File: config.mk
export PLATFORM = sky130hd
export DESIGN_NAME = rme_presence_engine
export DESIGN_NICKNAME = d
export VERILOG_FILES = /design/src/rtl/rme_pkg.sv /design/src/rtl/rme_word_store.sv /design/src/rtl/rme_free_list.sv /design/src/rtl/rme_defer_pool.sv /design/src/rtl/rme_presence_engine.sv
export SDC_FILE = /design/constraint.sdc
export NUM_CORES = 2
export LEC_CHECK = 0
export BUFFER_PORTS_ARGS = -buffer_cell sky130_fd_sc_hd__clkbuf_2
export CAP_MARGIN = 10
export CORE_MARGIN = 1
export CORE_UTILIZATION = 40
export CTS_BUF_LIST = sky130_fd_sc_hd__clkbuf_16
export DETAILED_ROUTE_END_ITERATION = 8
export PLACE_DENSITY_LB_ADDON = 0.1
export SLEW_MARGIN = 20
export SYNTH_ARGS = -nofsm -noshare
export SYNTH_HDL_FRONTEND = slang
export SYNTH_SLANG_ARGS = --single-unit
export TNS_END_PERCENT = 100
File: constraint.sdc
create_clock -name clk -period 15.5 [get_ports clk]
set_input_delay 0.775 -clock clk [delete_from_list [all_inputs] [get_ports clk]]
set_output_delay 0.775 -clock clk [all_outputs]
set_load 0.01 [all_outputs]
File: src/rtl/rme_pkg.sv
package rme_pkg;
  typedef enum logic [1:0] {
    OP_LOAD  = 2'd0,
    OP_STORE = 2'd1,
    OP_SYNC  = 2'd2,
    OP_RSVD  = 2'd3
  } op_e;

  typedef enum logic [1:0] {
    PS_EMPTY = 2'd0,
    PS_FULL  = 2'd1,
    PS_PEND  = 2'd2
  } pres_e;

  typedef enum logic [1:0] {
    ST_IDLE  = 2'd0,
    ST_EXEC  = 2'd1,
    ST_DRAIN = 2'd2
  } fsm_e;
endpackage

File: src/rtl/rme_word_store.sv
module rme_word_store
  import rme_pkg::*;
#(
  parameter int ADDR_W = 6,
  parameter int DATA_W = 16
) (
  input  logic              clk,
  input  logic              rst,
  input  logic              rd_en,
  input  logic [ADDR_W-1:0] rd_addr,
  output logic [DATA_W-1:0] rd_data,
  output pres_e             rd_ps,
  input  logic              wr_en,
  input  logic [ADDR_W-1:0] wr_addr,
  input  logic [DATA_W-1:0] wr_data,
  input  logic              ps_we,
  input  pres_e             ps_val
);
  localparam int DEPTH = 1 << ADDR_W;

  logic [DATA_W-1:0] mem [DEPTH];
  pres_e             ps  [DEPTH];

  // data array: one write port, one registered read port
  always_ff @(posedge clk) begin
    if (wr_en) mem[wr_addr] <= wr_data;
    if (rd_en) rd_data <= mem[rd_addr];
  end

  // presence array is cleared on reset
  always_ff @(posedge clk) begin
    if (rst) begin
      for (int i = 0; i < DEPTH; i++) ps[i] <= PS_EMPTY;
      rd_ps <= PS_EMPTY;
    end else begin
      if (ps_we) ps[wr_addr] <= ps_val;
      if (rd_en) rd_ps <= ps[rd_addr];
    end
  end
endmodule

File: src/rtl/rme_free_list.sv
module rme_free_list #(
  parameter int POOL = 8,
  localparam int PIDX_W = (POOL > 1) ? $clog2(POOL) : 1,
  localparam int CNT_W  = $clog2(POOL + 1)
) (
  input  logic              clk,
  input  logic              rst,
  input  logic              alloc,
  input  logic              release_en,
  input  logic [PIDX_W-1:0] rel_idx,
  output logic [PIDX_W-1:0] top_idx,
  output logic              empty,
  output logic [CNT_W-1:0]  count
);
  logic [PIDX_W-1:0] stk [POOL];
  logic [CNT_W-1:0]  cnt;

  always_ff @(posedge clk) begin
    if (rst) begin
      for (int i = 0; i < POOL; i++) stk[i] <= PIDX_W'(i);
      cnt <= CNT_W'(POOL);
    end else if (alloc) begin
      cnt <= cnt - 1'b1;
    end else if (release_en) begin
      stk[PIDX_W'(cnt)] <= rel_idx;
      cnt <= cnt + 1'b1;
    end
  end

  assign top_idx = stk[PIDX_W'(cnt - 1'b1)];
  assign empty   = (cnt == '0);
  assign count   = cnt;
endmodule

File: src/rtl/rme_defer_pool.sv
module rme_defer_pool #(
  parameter int POOL = 8,
  parameter int IP_W = 12,
  parameter int FP_W = 16,
  localparam int PIDX_W = (POOL > 1) ? $clog2(POOL) : 1
) (
  input  logic              clk,
  input  logic              we,
  input  logic [PIDX_W-1:0] widx,
  input  logic [IP_W-1:0]   w_ip,
  input  logic [FP_W-1:0]   w_fp,
  input  logic [PIDX_W-1:0] w_next,
  input  logic              w_last,
  input  logic [PIDX_W-1:0] ridx,
  output logic [IP_W-1:0]   r_ip,
  output logic [FP_W-1:0]   r_fp,
  output logic [PIDX_W-1:0] r_next,
  output logic              r_last
);
  logic [IP_W-1:0]   ip_a   [POOL];
  logic [FP_W-1:0]   fp_a   [POOL];
  logic [PIDX_W-1:0] next_a [POOL];
  logic              last_a [POOL];

  always_ff @(posedge clk) begin
    if (we) begin
      ip_a[widx]   <= w_ip;
      fp_a[widx]   <= w_fp;
      next_a[widx] <= w_next;
      last_a[widx] <= w_last;
    end
  end

  assign r_ip   = ip_a[ridx];
  assign r_fp   = fp_a[ridx];
  assign r_next = next_a[ridx];
  assign r_last = last_a[ridx];
endmodule

File: src/rtl/rme_presence_engine.sv
module rme_presence_engine
  import rme_pkg::*;
#(
  parameter int ADDR_W = 6,
  parameter int DATA_W = 16,
  parameter int IP_W   = 12,
  parameter int FP_W   = 16,
  parameter int POOL   = 8
) (
  input  logic              clk,
  input  logic              rst,
  input  logic              in_valid,
  output logic              in_ready,
  input  logic [1:0]        in_op,
  input  logic [ADDR_W-1:0] in_addr,
  input  logic [DATA_W-1:0] in_value,
  input  logic [IP_W-1:0]   in_ret_ip,
  input  logic [FP_W-1:0]   in_ret_fp,
  input  logic              in_want_ack,
  output logic              out_valid,
  output logic [IP_W-1:0]   out_ip,
  output logic [FP_W-1:0]   out_fp,
  output logic [DATA_W-1:0] out_value,
  output logic              err_double_store
);
  localparam int PIDX_W = (POOL > 1) ? $clog2(POOL) : 1;
  localparam int CNT_W  = $clog2(POOL + 1);

  // request latched at acceptance
  fsm_e              fsm, fsm_nxt;
  op_e               r_op;
  logic [ADDR_W-1:0] r_addr;
  logic [DATA_W-1:0] r_value;
  logic [IP_W-1:0]   r_ip;
  logic [FP_W-1:0]   r_fp;
  logic              r_ack;
  logic [PIDX_W-1:0] walk_ptr, walk_ptr_nxt;

  // word store
  logic [DATA_W-1:0] ws_data;
  pres_e             ws_ps;
  logic              ws_wr, ws_ps_we;
  logic [DATA_W-1:0] ws_wdata;
  pres_e             ws_ps_val;

  // free list and pool
  logic              fl_alloc, fl_release, fl_empty;
  logic [PIDX_W-1:0] fl_top;
  logic [CNT_W-1:0]  fl_count;
  logic              pl_we;
  logic [IP_W-1:0]   pl_ip;
  logic [FP_W-1:0]   pl_fp;
  logic [PIDX_W-1:0] pl_next;
  logic              pl_last;

  // response decided this cycle
  logic              emit, err_now;
  logic [IP_W-1:0]   e_ip;
  logic [FP_W-1:0]   e_fp;
  logic [DATA_W-1:0] e_val;

  logic accept;
  logic [PIDX_W-1:0] head;

  assign in_ready = (fsm == ST_IDLE) && !((op_e'(in_op) == OP_SYNC) && fl_empty);
  assign accept   = in_valid && in_ready;
  assign head     = ws_data[PIDX_W-1:0];

  rme_word_store #(.ADDR_W(ADDR_W), .DATA_W(DATA_W)) word_i (
    .clk(clk), .rst(rst),
    .rd_en(accept), .rd_addr(in_addr), .rd_data(ws_data), .rd_ps(ws_ps),
    .wr_en(ws_wr), .wr_addr(r_addr), .wr_data(ws_wdata),
    .ps_we(ws_ps_we), .ps_val(ws_ps_val)
  );

  rme_free_list #(.POOL(POOL)) free_i (
    .clk(clk), .rst(rst),
    .alloc(fl_alloc), .release_en(fl_release), .rel_idx(walk_ptr),
    .top_idx(fl_top), .empty(fl_empty), .count(fl_count)
  );

  rme_defer_pool #(.POOL(POOL), .IP_W(IP_W), .FP_W(FP_W)) pool_i (
    .clk(clk),
    .we(pl_we), .widx(fl_top), .w_ip(r_ip), .w_fp(r_fp),
    .w_next(head), .w_last(ws_ps != PS_PEND),
    .ridx(walk_ptr), .r_ip(pl_ip), .r_fp(pl_fp),
    .r_next(pl_next), .r_last(pl_last)
  );

  always_comb begin
    fsm_nxt      = fsm;
    walk_ptr_nxt = walk_ptr;
    emit         = 1'b0;
    err_now      = 1'b0;
    e_ip         = r_ip;
    e_fp         = r_fp;
    e_val        = ws_data;
    ws_wr        = 1'b0;
    ws_wdata     = r_value;
    ws_ps_we     = 1'b0;
    ws_ps_val    = PS_FULL;
    fl_alloc     = 1'b0;
    fl_release   = 1'b0;
    pl_we        = 1'b0;
    unique case (fsm)
      ST_IDLE: if (accept) fsm_nxt = ST_EXEC;
      ST_EXEC: begin
        fsm_nxt = ST_IDLE;
        unique case (r_op)
          OP_LOAD: emit = 1'b1;
          OP_STORE: begin
            if (ws_ps == PS_FULL) begin
              err_now = 1'b1;
            end else begin
              ws_wr    = 1'b1;
              ws_ps_we = 1'b1;
              emit     = r_ack;
              e_val    = '0;
              if (ws_ps == PS_PEND) begin
                fsm_nxt      = ST_DRAIN;
                walk_ptr_nxt = head;
              end
            end
          end
          OP_SYNC: begin
            if (ws_ps == PS_FULL) begin
              emit = 1'b1;
            end else begin
              fl_alloc  = 1'b1;
              pl_we     = 1'b1;
              ws_wr     = 1'b1;
              ws_wdata  = DATA_W'(fl_top);
              ws_ps_we  = 1'b1;
              ws_ps_val = PS_PEND;
            end
          end
          default: ;
        endcase
      end
      ST_DRAIN: begin
        emit         = 1'b1;
        e_ip         = pl_ip;
        e_fp         = pl_fp;
        e_val        = r_value;
        fl_release   = 1'b1;
        walk_ptr_nxt = pl_next;
        if (pl_last) fsm_nxt = ST_IDLE;
      end
      default: fsm_nxt = ST_IDLE;
    endcase
  end

  always_ff @(posedge clk) begin
    if (rst) begin
      fsm              <= ST_IDLE;
      walk_ptr         <= '0;
      r_op             <= OP_RSVD;
      r_addr           <= '0;
      r_value          <= '0;
      r_ip             <= '0;
      r_fp             <= '0;
      r_ack            <= 1'b0;
      out_valid        <= 1'b0;
      out_ip           <= '0;
      out_fp           <= '0;
      out_value        <= '0;
      err_double_store <= 1'b0;
    end else begin
      fsm      <= fsm_nxt;
      walk_ptr <= walk_ptr_nxt;
      if (accept) begin
        r_op    <= op_e'(in_op);
        r_addr  <= in_addr;
        r_value <= in_value;
        r_ip    <= in_ret_ip;
        r_fp    <= in_ret_fp;
        r_ack   <= in_want_ack;
      end
      out_valid        <= emit;
      err_double_store <= err_now;
      if (emit) begin
        out_ip    <= e_ip;
        out_fp    <= e_fp;
        out_value <= e_val;
      end
    end
  end
endmodule

# After elaboration in Yosys (flattened, before gate mapping)
# Memories as Yosys holds them, arrays and structs flattened. A register that Yosys moved wholly into a read port is not among the register bits.
# Index checks and enable logic that the tools add are counted.
# W data, S select, Z words.
[op_classes] n_eq_ne=13 n_addsub=2 bitwise=2 mux=59 reduce_logical=15
[ops] operator="$mux W16" n=6
[ops] operator="$mux W3" n=13
[ops] operator="$pmux W16 S2" n=1
[ops] operator="$mux W1" n=22
[ops] operator="$mux W2" n=9
[ops] operator="$mux W12" n=1
[ops] operator="$ne A2 B2 Y1 const B" n=5
[ops] operator="$eq A2 B2 Y1 const B" n=4
[ops] operator="$mux W4" n=2
[ops] operator="$eq A2 B1 Y1 const B" n=3
[ops] operator="$mux W6" n=1
[ops] operator="$pmux W2 S3" n=1
[ops] operator="$pmux W3 S2" n=1
[ops] operator="$reduce_or A3 Y1" n=2
[ops] operator="$add A4 B1 Y4 const B" n=1
[ops] operator="$logic_not A2 Y1" n=2
[ops] operator="$logic_not A4 Y1" n=1
[ops] operator="$reduce_and A4 Y1" n=1
[ops] operator="$reduce_bool A2 Y1" n=2
[ops] operator="$reduce_or A2 Y1" n=2
[ops] operator="$sub A4 B1 Y4 const B" n=1
[ops] operator="$logic_and A1 B1 Y1" n=3
[ops] operator="$pmux W1 S3" n=1
[ops] operator="$ne A2 B1 Y1 const B" n=1
[ops] operator="other kinds (4)" n=5
[totals] output_inout_bits=47 wordCells=112 ff_bits=108 in_bits=56 n_memories=7 ramBits=1432
[memory_table] name="word_i.mem" depth=64 word_bits=16 rd=1 rd_ports_with_merged_regs=1 write_ports=1 line="rme_word_store.sv:21" source="logic [DATA_W-1:0] mem [DEPTH];"
[memory_table] name="pool_i.fp_a" depth=8 word_bits=16 rd=1 rd_ports_with_merged_regs=1 write_ports=1 line="rme_defer_pool.sv:21" source="logic [FP_W-1:0] fp_a [POOL];"
[memory_table] name="word_i.ps" depth=64 word_bits=2 rd=1 rd_ports_with_merged_regs=1 write_ports=64 line="rme_word_store.sv:22" source="pres_e ps [DEPTH];"
[memory_table] name="pool_i.ip_a" depth=8 word_bits=12 rd=1 rd_ports_with_merged_regs=1 write_ports=1 line="rme_defer_pool.sv:20" source="logic [IP_W-1:0] ip_a [POOL];"
[memory_table] name="free_i.stk" depth=8 word_bits=3 rd=1 rd_ports_with_merged_regs=0 write_ports=8 line="rme_free_list.sv:15" source="logic [PIDX_W-1:0] stk [POOL];"
[memory_table] name="pool_i.next_a" depth=8 word_bits=3 rd=1 rd_ports_with_merged_regs=1 write_ports=1 line="rme_defer_pool.sv:22" source="logic [PIDX_W-1:0] next_a [POOL];"
[memory_table] name="1 more memories"

# Logic depth before layout (Yosys ltp)
[depth] depth_word=9 depth_mapped=10

# Cells and area by module
# From an unflattened synthesis, not the netlist that was laid out.
[hier_totals] cells_unflattened=3083 hier_area_um2=61826.8
[modules_own_cells] module="rme_word_store" seq_area_each_um2=35113.7 area_per_inst_um2=45906.5 cells_per_inst=2081 instances=1
[modules_own_cells] module="rme_defer_pool" seq_area_each_um2=7687.4 area_per_inst_um2=9825.7 cells_per_inst=383 instances=1
[modules_own_cells] module="rme_presence_engine" seq_area_each_um2=2082.0 area_per_inst_um2=4608.2 cells_per_inst=505 instances=1
[modules_own_cells] module="rme_free_list" seq_area_each_um2=800.8 area_per_inst_um2=1486.4 cells_per_inst=114 instances=1

# Worst setup path before layout
# Ideal clock, no wire load.
[synth_path] path_type="reg-to-reg" from="register free_i.cnt[0], in the netlist free_i.count[0]" to="memory word_i.mem[0][2] (data pin)" arrival_ns=4.409 required_time_ns=14.798 n_path_buf=2 stages_incl_launch_ff=8 setup_slack_ns=10.389 synth_period_minus_slack_ns=5.111 cell_sequence="dfxtp_1 clkbuf_1 inv_1 ha_1 clkbuf_1 mux4_2 mux2i_1 o21ai_0"
[synth_between] elab_chain_len=5
[synth_lines] element="start, declared" line="rme_free_list.sv:16" source="logic [CNT_W-1:0] cnt;"
[synth_lines] element="start signal, assigned" line="rme_free_list.sv:21" source="cnt <= CNT_W'(POOL);"
[synth_lines] element="start signal, assigned" line="rme_free_list.sv:23" source="cnt <= cnt - 1'b1;"
[synth_lines] element="start signal, assigned" line="rme_free_list.sv:26" source="cnt <= cnt + 1'b1;"
[synth_lines] element="$sub A4 B1 Y4"
[synth_lines] element="$mem_v2 Z8 W3"
[synth_lines] element="$mux W16" line="rme_presence_engine.sv:126" source="if (ws_ps == PS_FULL) begin"
[synth_lines] element="$mux W16" line="rme_presence_engine.sv:109" source="unique case (r_op)"
[synth_lines] element="$mux W16" line="rme_presence_engine.sv:105" source="unique case (fsm)"
[synth_lines] element="via word_i.wr_data[2]" line="rme_word_store.sv:15" source="input logic [DATA_W-1:0] wr_data,"
[synth_lines] element="end, declared" line="rme_word_store.sv:21"
# The timed path passes the listed nets, and every way through them passes these cells.

==> impl_metrics.prom <==
# TYPE chip_impl_metric gauge
chip_impl_metric{name="post-route-min-period",unit="ns"} 4.16
chip_impl_metric{name="final_max_slew_viol_count",unit=""} 0
chip_impl_metric{name="routed_via_density",unit=""} 5.65
chip_impl_info{name="rsz_0062_raised_after_global_routing",value="false"} 1
chip_impl_metric{name="cp_data_arrival_time",unit="ns"} 4.69
chip_impl_metric{name="dp_hpwl",unit="mm"} 89.9
chip_impl_metric{name="power_frac_clock",unit="%"} 42.8
chip_impl_metric{name="ant_nets",unit=""} 0
chip_impl_info{name="crit_chain",value="buf_8 -> buf_12 -> buf_4 -> mux4_2 -> mux4_2 -> mux4_2"} 1
chip_impl_metric{name="core.rowCount",unit=""} 143
chip_impl_info{name="worstHoldPathType",value="in2reg"} 1
chip_impl_metric{name="power_switching",unit="mW"} 1.91
chip_impl_metric{name="synth-edff-count",unit=""} 1448
chip_impl_info{name="cp-start-kind",value="primary input"} 1
chip_impl_metric{name="timing.final.hold_violations",unit=""} 0
chip_impl_metric{name="floorplan.die.height",unit="um"} 393
chip_impl_info{name="crit-reg2reg-capture",value="pool_i.fp_a[0][1]"} 1
chip_impl_metric{name="clock_skew",unit="ns"} 0.0448
chip_impl_metric{name="antenna_found_initial",unit=""} 2
chip_impl_metric{name="timing.critical_path.fanout_max",unit=""} 76
chip_impl_metric{name="async_reset_ff_share",unit="%"} 0
chip_impl_metric{name="critical_path_buf_inv_count",unit=""} 3
chip_impl_metric{name="number_of_primary_i_o_pins",unit=""} 103
chip_impl_metric{name="p_int",unit="mW"} 7.02
chip_impl_metric{name="finalInstanceArea",unit="um^2"} 69700
chip_impl_metric{name="fin_util",unit="%"} 45.9
chip_impl_metric{name="max_clock_freq",unit="GHz"} 0.240
chip_impl_metric{name="die_width",unit="um"} 393
chip_impl_metric{name="dr.first_iter.drc_count",unit=""} 2950
chip_impl_info{name="worst_hold_path.endpoint",value="r_value[14]"} 1
chip_impl_info{name="worstHoldStart",value="in_value[14]"} 1
chip_impl_metric{name="cts_buffers",unit=""} 167
chip_impl_info{name="setup.worst_path.end_class",value="flip-flop"} 1
chip_impl_metric{name="detail_route.wl_per_cell",unit="um"} 30.1
chip_impl_metric{name="detail_route.wirelength",unit="mm"} 165
chip_impl_metric{name="hold_depth",unit=""} 3
chip_impl_metric{name="critical-path-max-stage-delay",unit="ns"} 0.87
chip_impl_metric{name="setup_total_neg_slack",unit="ns"} 0
chip_impl_info{name="outcome",value="finished clean"} 1
chip_impl_metric{name="gr-total-overflow",unit=""} 0
chip_impl_info{name="tritoncts",value="yes"} 1
chip_impl_info{name="synth.largest_area_cell",value="sky130_fd_sc_hd__edfxtp_1"} 1
chip_impl_info{name="critical_path.slowest_cell",value="sky130_fd_sc_hd__buf_4"} 1
chip_impl_info{name="worstSetupPathType",value="in2reg"} 1
chip_impl_metric{name="grt_pass1_wl",unit="mm"} 237
chip_impl_metric{name="clkTransAtPathRegs",unit="ns"} 0.06
chip_impl_metric{name="clkLatencyLatePin",unit="ns"} 0.79
chip_impl_metric{name="gpl.final_weighted_congestion",unit=""} 0.813
chip_impl_info{name="path_delay_family",value="buffers and inverters"} 1
chip_impl_metric{name="core",unit="um^2"} 152000
chip_impl_metric{name="required",unit="ns"} 16.02
chip_impl_metric{name="hold_buffers",unit=""} 0
chip_impl_metric{name="cts_buffer_depth",unit=""} 3
chip_impl_metric{name="drv.max_cap_violation_count",unit=""} 0
chip_impl_metric{name="fp.dieArea",unit="um^2"} 155000
chip_impl_metric{name="worst_slew_margin_rel",unit="%"} 24.5
chip_impl_metric{name="post-route-drc-count",unit=""} 0
chip_impl_metric{name="clock_tree.htree_level_count",unit=""} 4
chip_impl_metric{name="number_of_vias_in_the_routed_layout",unit=""} 30900
chip_impl_metric{name="leakage",unit="nW"} 22.1
chip_impl_metric{name="synthToLayoutAreaGrowth",unit="%"} 13.8
chip_impl_metric{name="synth.ff_latch_count",unit=""} 1561
chip_impl_metric{name="tightest_slew",unit="ns"} 1.13
chip_impl_metric{name="power.sequential.fraction",unit="%"} 52.6
chip_impl_metric{name="synthDistinctLibCells",unit=""} 56
chip_impl_metric{name="final_layout_size_suffix_gt1_share",unit="%"} 26.6
chip_impl_info{name="ctsRootBufferMaster",value="sky130_fd_sc_hd__clkbuf_16"} 1
chip_impl_info{name="netlist_top_cells_area",value="sky130_fd_sc_hd__edfxtp_1, sky130_fd_sc_hd__mux4_2, sky130_fd_sc_hd__dfxtp_1"} 1
chip_impl_metric{name="synth-seq-area-share",unit="%"} 74.6
chip_impl_metric{name="synthesis.instances",unit=""} 3149
chip_impl_metric{name="initial_utilization",unit="%"} 40.3
chip_impl_metric{name="port_buffers",unit=""} 102
chip_impl_metric{name="cts.sinks",unit=""} 1561
chip_impl_metric{name="postCtsSetupRepairBufs",unit=""} 0
chip_impl_metric{name="vdd_ir_drop_max",unit="mV"} 0.101
chip_impl_metric{name="dr.pass1.iters",unit=""} 5
chip_impl_metric{name="placement.cell_area",unit="um^2"} 64400
chip_impl_metric{name="setup_viol",unit=""} 0
chip_impl_info{name="yosys_most_used_dff",value="sky130_fd_sc_hd__edfxtp_1"} 1
chip_impl_metric{name="worst-r2r-setup-slack",unit="ns"} 11.41
chip_impl_metric{name="grtUsageTotal",unit="%"} 21.3
chip_impl_info{name="timing.rr.start",value="free_i.count[0]"} 1
chip_impl_metric{name="synth.yosys.warnings",unit=""} 0
chip_impl_metric{name="ff2ff_path_depth",unit=""} 7
chip_impl_metric{name="fin_nets",unit=""} 3360
chip_impl_metric{name="p_total",unit="mW"} 8.93
chip_impl_metric{name="power_density",unit="nW/um^2"} 128
chip_impl_metric{name="switching_share",unit="%"} 21.4
chip_impl_metric{name="pin_count_of_the_biggest_net_entering_global_routing",unit=""} 119
chip_impl_info{name="critical_path.most_common_cell",value="sky130_fd_sc_hd__mux4_2"} 1
chip_impl_metric{name="avgSynthCellArea",unit="um^2"} 19.5
chip_impl_metric{name="synthDominantCellAreaShare",unit="%"} 70.9
chip_impl_metric{name="synth_area",unit="um^2"} 61300
chip_impl_metric{name="post_cts.resized_instances",unit=""} 0
chip_impl_metric{name="vias_in_the_first_global_route",unit=""} 32400
chip_impl_metric{name="pwr-share-comb",unit="%"} 4.6
chip_impl_metric{name="synth_nets",unit=""} 3216
chip_impl_metric{name="final.period_utilization",unit="%"} 26.9
-- cell families (layout without fill, tap and decap cells) --
| group | after synthesis | after routing | synth area share, % |
|---|---|---|---|
| xor+xnor | 4 | 4 | 0.0572 |
| mux | 496 | 496 | 16.8 |
| other cells | 0 | 2 | 0 |
| buf+inv | 250 | 530 | 1.69 |
| fa+ha+maj | 11 | 11 | 0.225 |
| simple gates | 548 | 548 | 3.85 |
| compound gates | 279 | 279 | 2.72 |
| flops | 1561 | 1561 | 74.6 |
-- per-layer routing --
metal	share of wire [%]	up-vias	GRT usage, %
met5	0.0073	-	0
met4	2.4	2	6.16
met3	5.0	238	3.21
met2	50	909	35.5
met1	43	16700	29.2
li1	-	13100	-
-- cells in the mapped netlist, drive strengths merged, types with 4 or more instances --
library cell	n
edfxtp	1448
mux4	426
nand2	242
nor2	165
clkbuf	143
dfxtp	113
a21oi	102
o21ai	89
buf	66
mux2i	50
nor3	50
inv	39
o2111ai	28
and2	25
mux2	20
a211oi	18
nand2b	15
a22oi	14
ha	11
or3	11
nand3	10
or2	6
a32oi	5
a211o	4
nand4	4
nor2b	4
o22ai	4
-- power groups by stage --
stage	clock network, mW	registers [mW]	logic [mW]
finish	3.82	4.70	0.414
global route	4.06	4.70	0.443
CTS	3.91	4.70	0.420
detailed placement	0	4.79	0.419
global placement	0	4.78	0.410
floorplan	0	4.76	0.271
-- worst max path at each step --
| stage | start | to | slack (ns) | cells after the start |
|---|---|---|---|---|
| floorplan | free_i.count[0] | word_i.mem[0][2] | 10.39 | 7 |
| global placement | in_addr[0] | word_i.rd_data[5] | 10.04 | 8 |
| detailed placement | in_addr[0] | word_i.rd_data[3] | 10.03 | 6 |
| CTS | in_addr[0] | word_i.rd_data[3] | 10.89 | 6 |
| global route | in_addr[0] | word_i.rd_data[5] | 10.99 | 8 |
| finish | in_addr[0] | word_i.rd_data[3] | 11.34 | 6 |
-- layout by cell type (no fill, tap or decap), types with 12 or more instances in the layout --
cell type                   Yosys  layout
sky130_fd_sc_hd__edfxtp_1    1448    1448
sky130_fd_sc_hd__mux4_2       426     426
sky130_fd_sc_hd__nand2_1      242     240
sky130_fd_sc_hd__clkbuf_16      0     175
sky130_fd_sc_hd__nor2_1       165     137
sky130_fd_sc_hd__dfxtp_1      113     110
sky130_fd_sc_hd__a21oi_1      102     102
sky130_fd_sc_hd__clkbuf_2       0      97
sky130_fd_sc_hd__buf_4         12      79
sky130_fd_sc_hd__inv_1         38      76
sky130_fd_sc_hd__o21ai_0       77      75
sky130_fd_sc_hd__mux2i_1       50      50
sky130_fd_sc_hd__clkinv_1       2      50
sky130_fd_sc_hd__nor3_1        50      50
sky130_fd_sc_hd__o2111ai_1     28      28
sky130_fd_sc_hd__nor2_4         0      26
sky130_fd_sc_hd__mux2_2        20      20
sky130_fd_sc_hd__a211oi_1      18      18
sky130_fd_sc_hd__clkinv_2       0      17
sky130_fd_sc_hd__nand2b_1      15      15
sky130_fd_sc_hd__a22oi_1       14      14
sky130_fd_sc_hd__o21ai_1       12      12
sky130_fd_sc_hd__and2_1        25      12
-- final cells by class --
type | instances | area, um^2
Antenna cell | 2 | 5.00
Clock buffer | 175 | 4380
Clock inverter | 130 | 875
Fill cell | 12800 | 82300
Inverter | 41 | 156
Multi-Input combinational cell | 1338 | 14800
Sequential cell | 1561 | 45800
Tap cell | 2030 | 2540
Timing Repair Buffer | 184 | 1220
-- tightest hold or removal path: stages --
cell	delay, ns
sky130_fd_sc_hd__clkbuf_2	0.08
sky130_fd_sc_hd__nand2_1	0.05
sky130_fd_sc_hd__a21oi_1	0.05
-- stage by stage --
step | cells | setup WS, ns | hold WS, ns
6_report | 5461 | 11.34 | 0.226
5_1_grt | 5459 | 10.99 | 0.199
3_3_place_gp | 5152 | 10.04 | 0.452
2_1_floorplan | 3149 | 10.39 | 0.436
3_5_place_dp | 5153 | 10.03 | 0.457
4_1_cts | 5458 | 10.89 | 0.167
-- flip-flops by register name, indices dropped and copies added, names as in the netlist, 3 cells and up, named ones only --
signal	cells
word_i.mem	1024
pool_i.fp_a	128
word_i.ps	128
pool_i.ip_a	96
free_i.stk	24
pool_i.next_a	24
out_fp	16
out_value	16
r_fp	16
r_value	16
word_i.rd_data	16
out_ip	12
r_ip	12
pool_i.last_a	8
r_addr	6
free_i.count	4
walk_ptr	3
No activity file was read; power rests on OpenSTA's default activity.
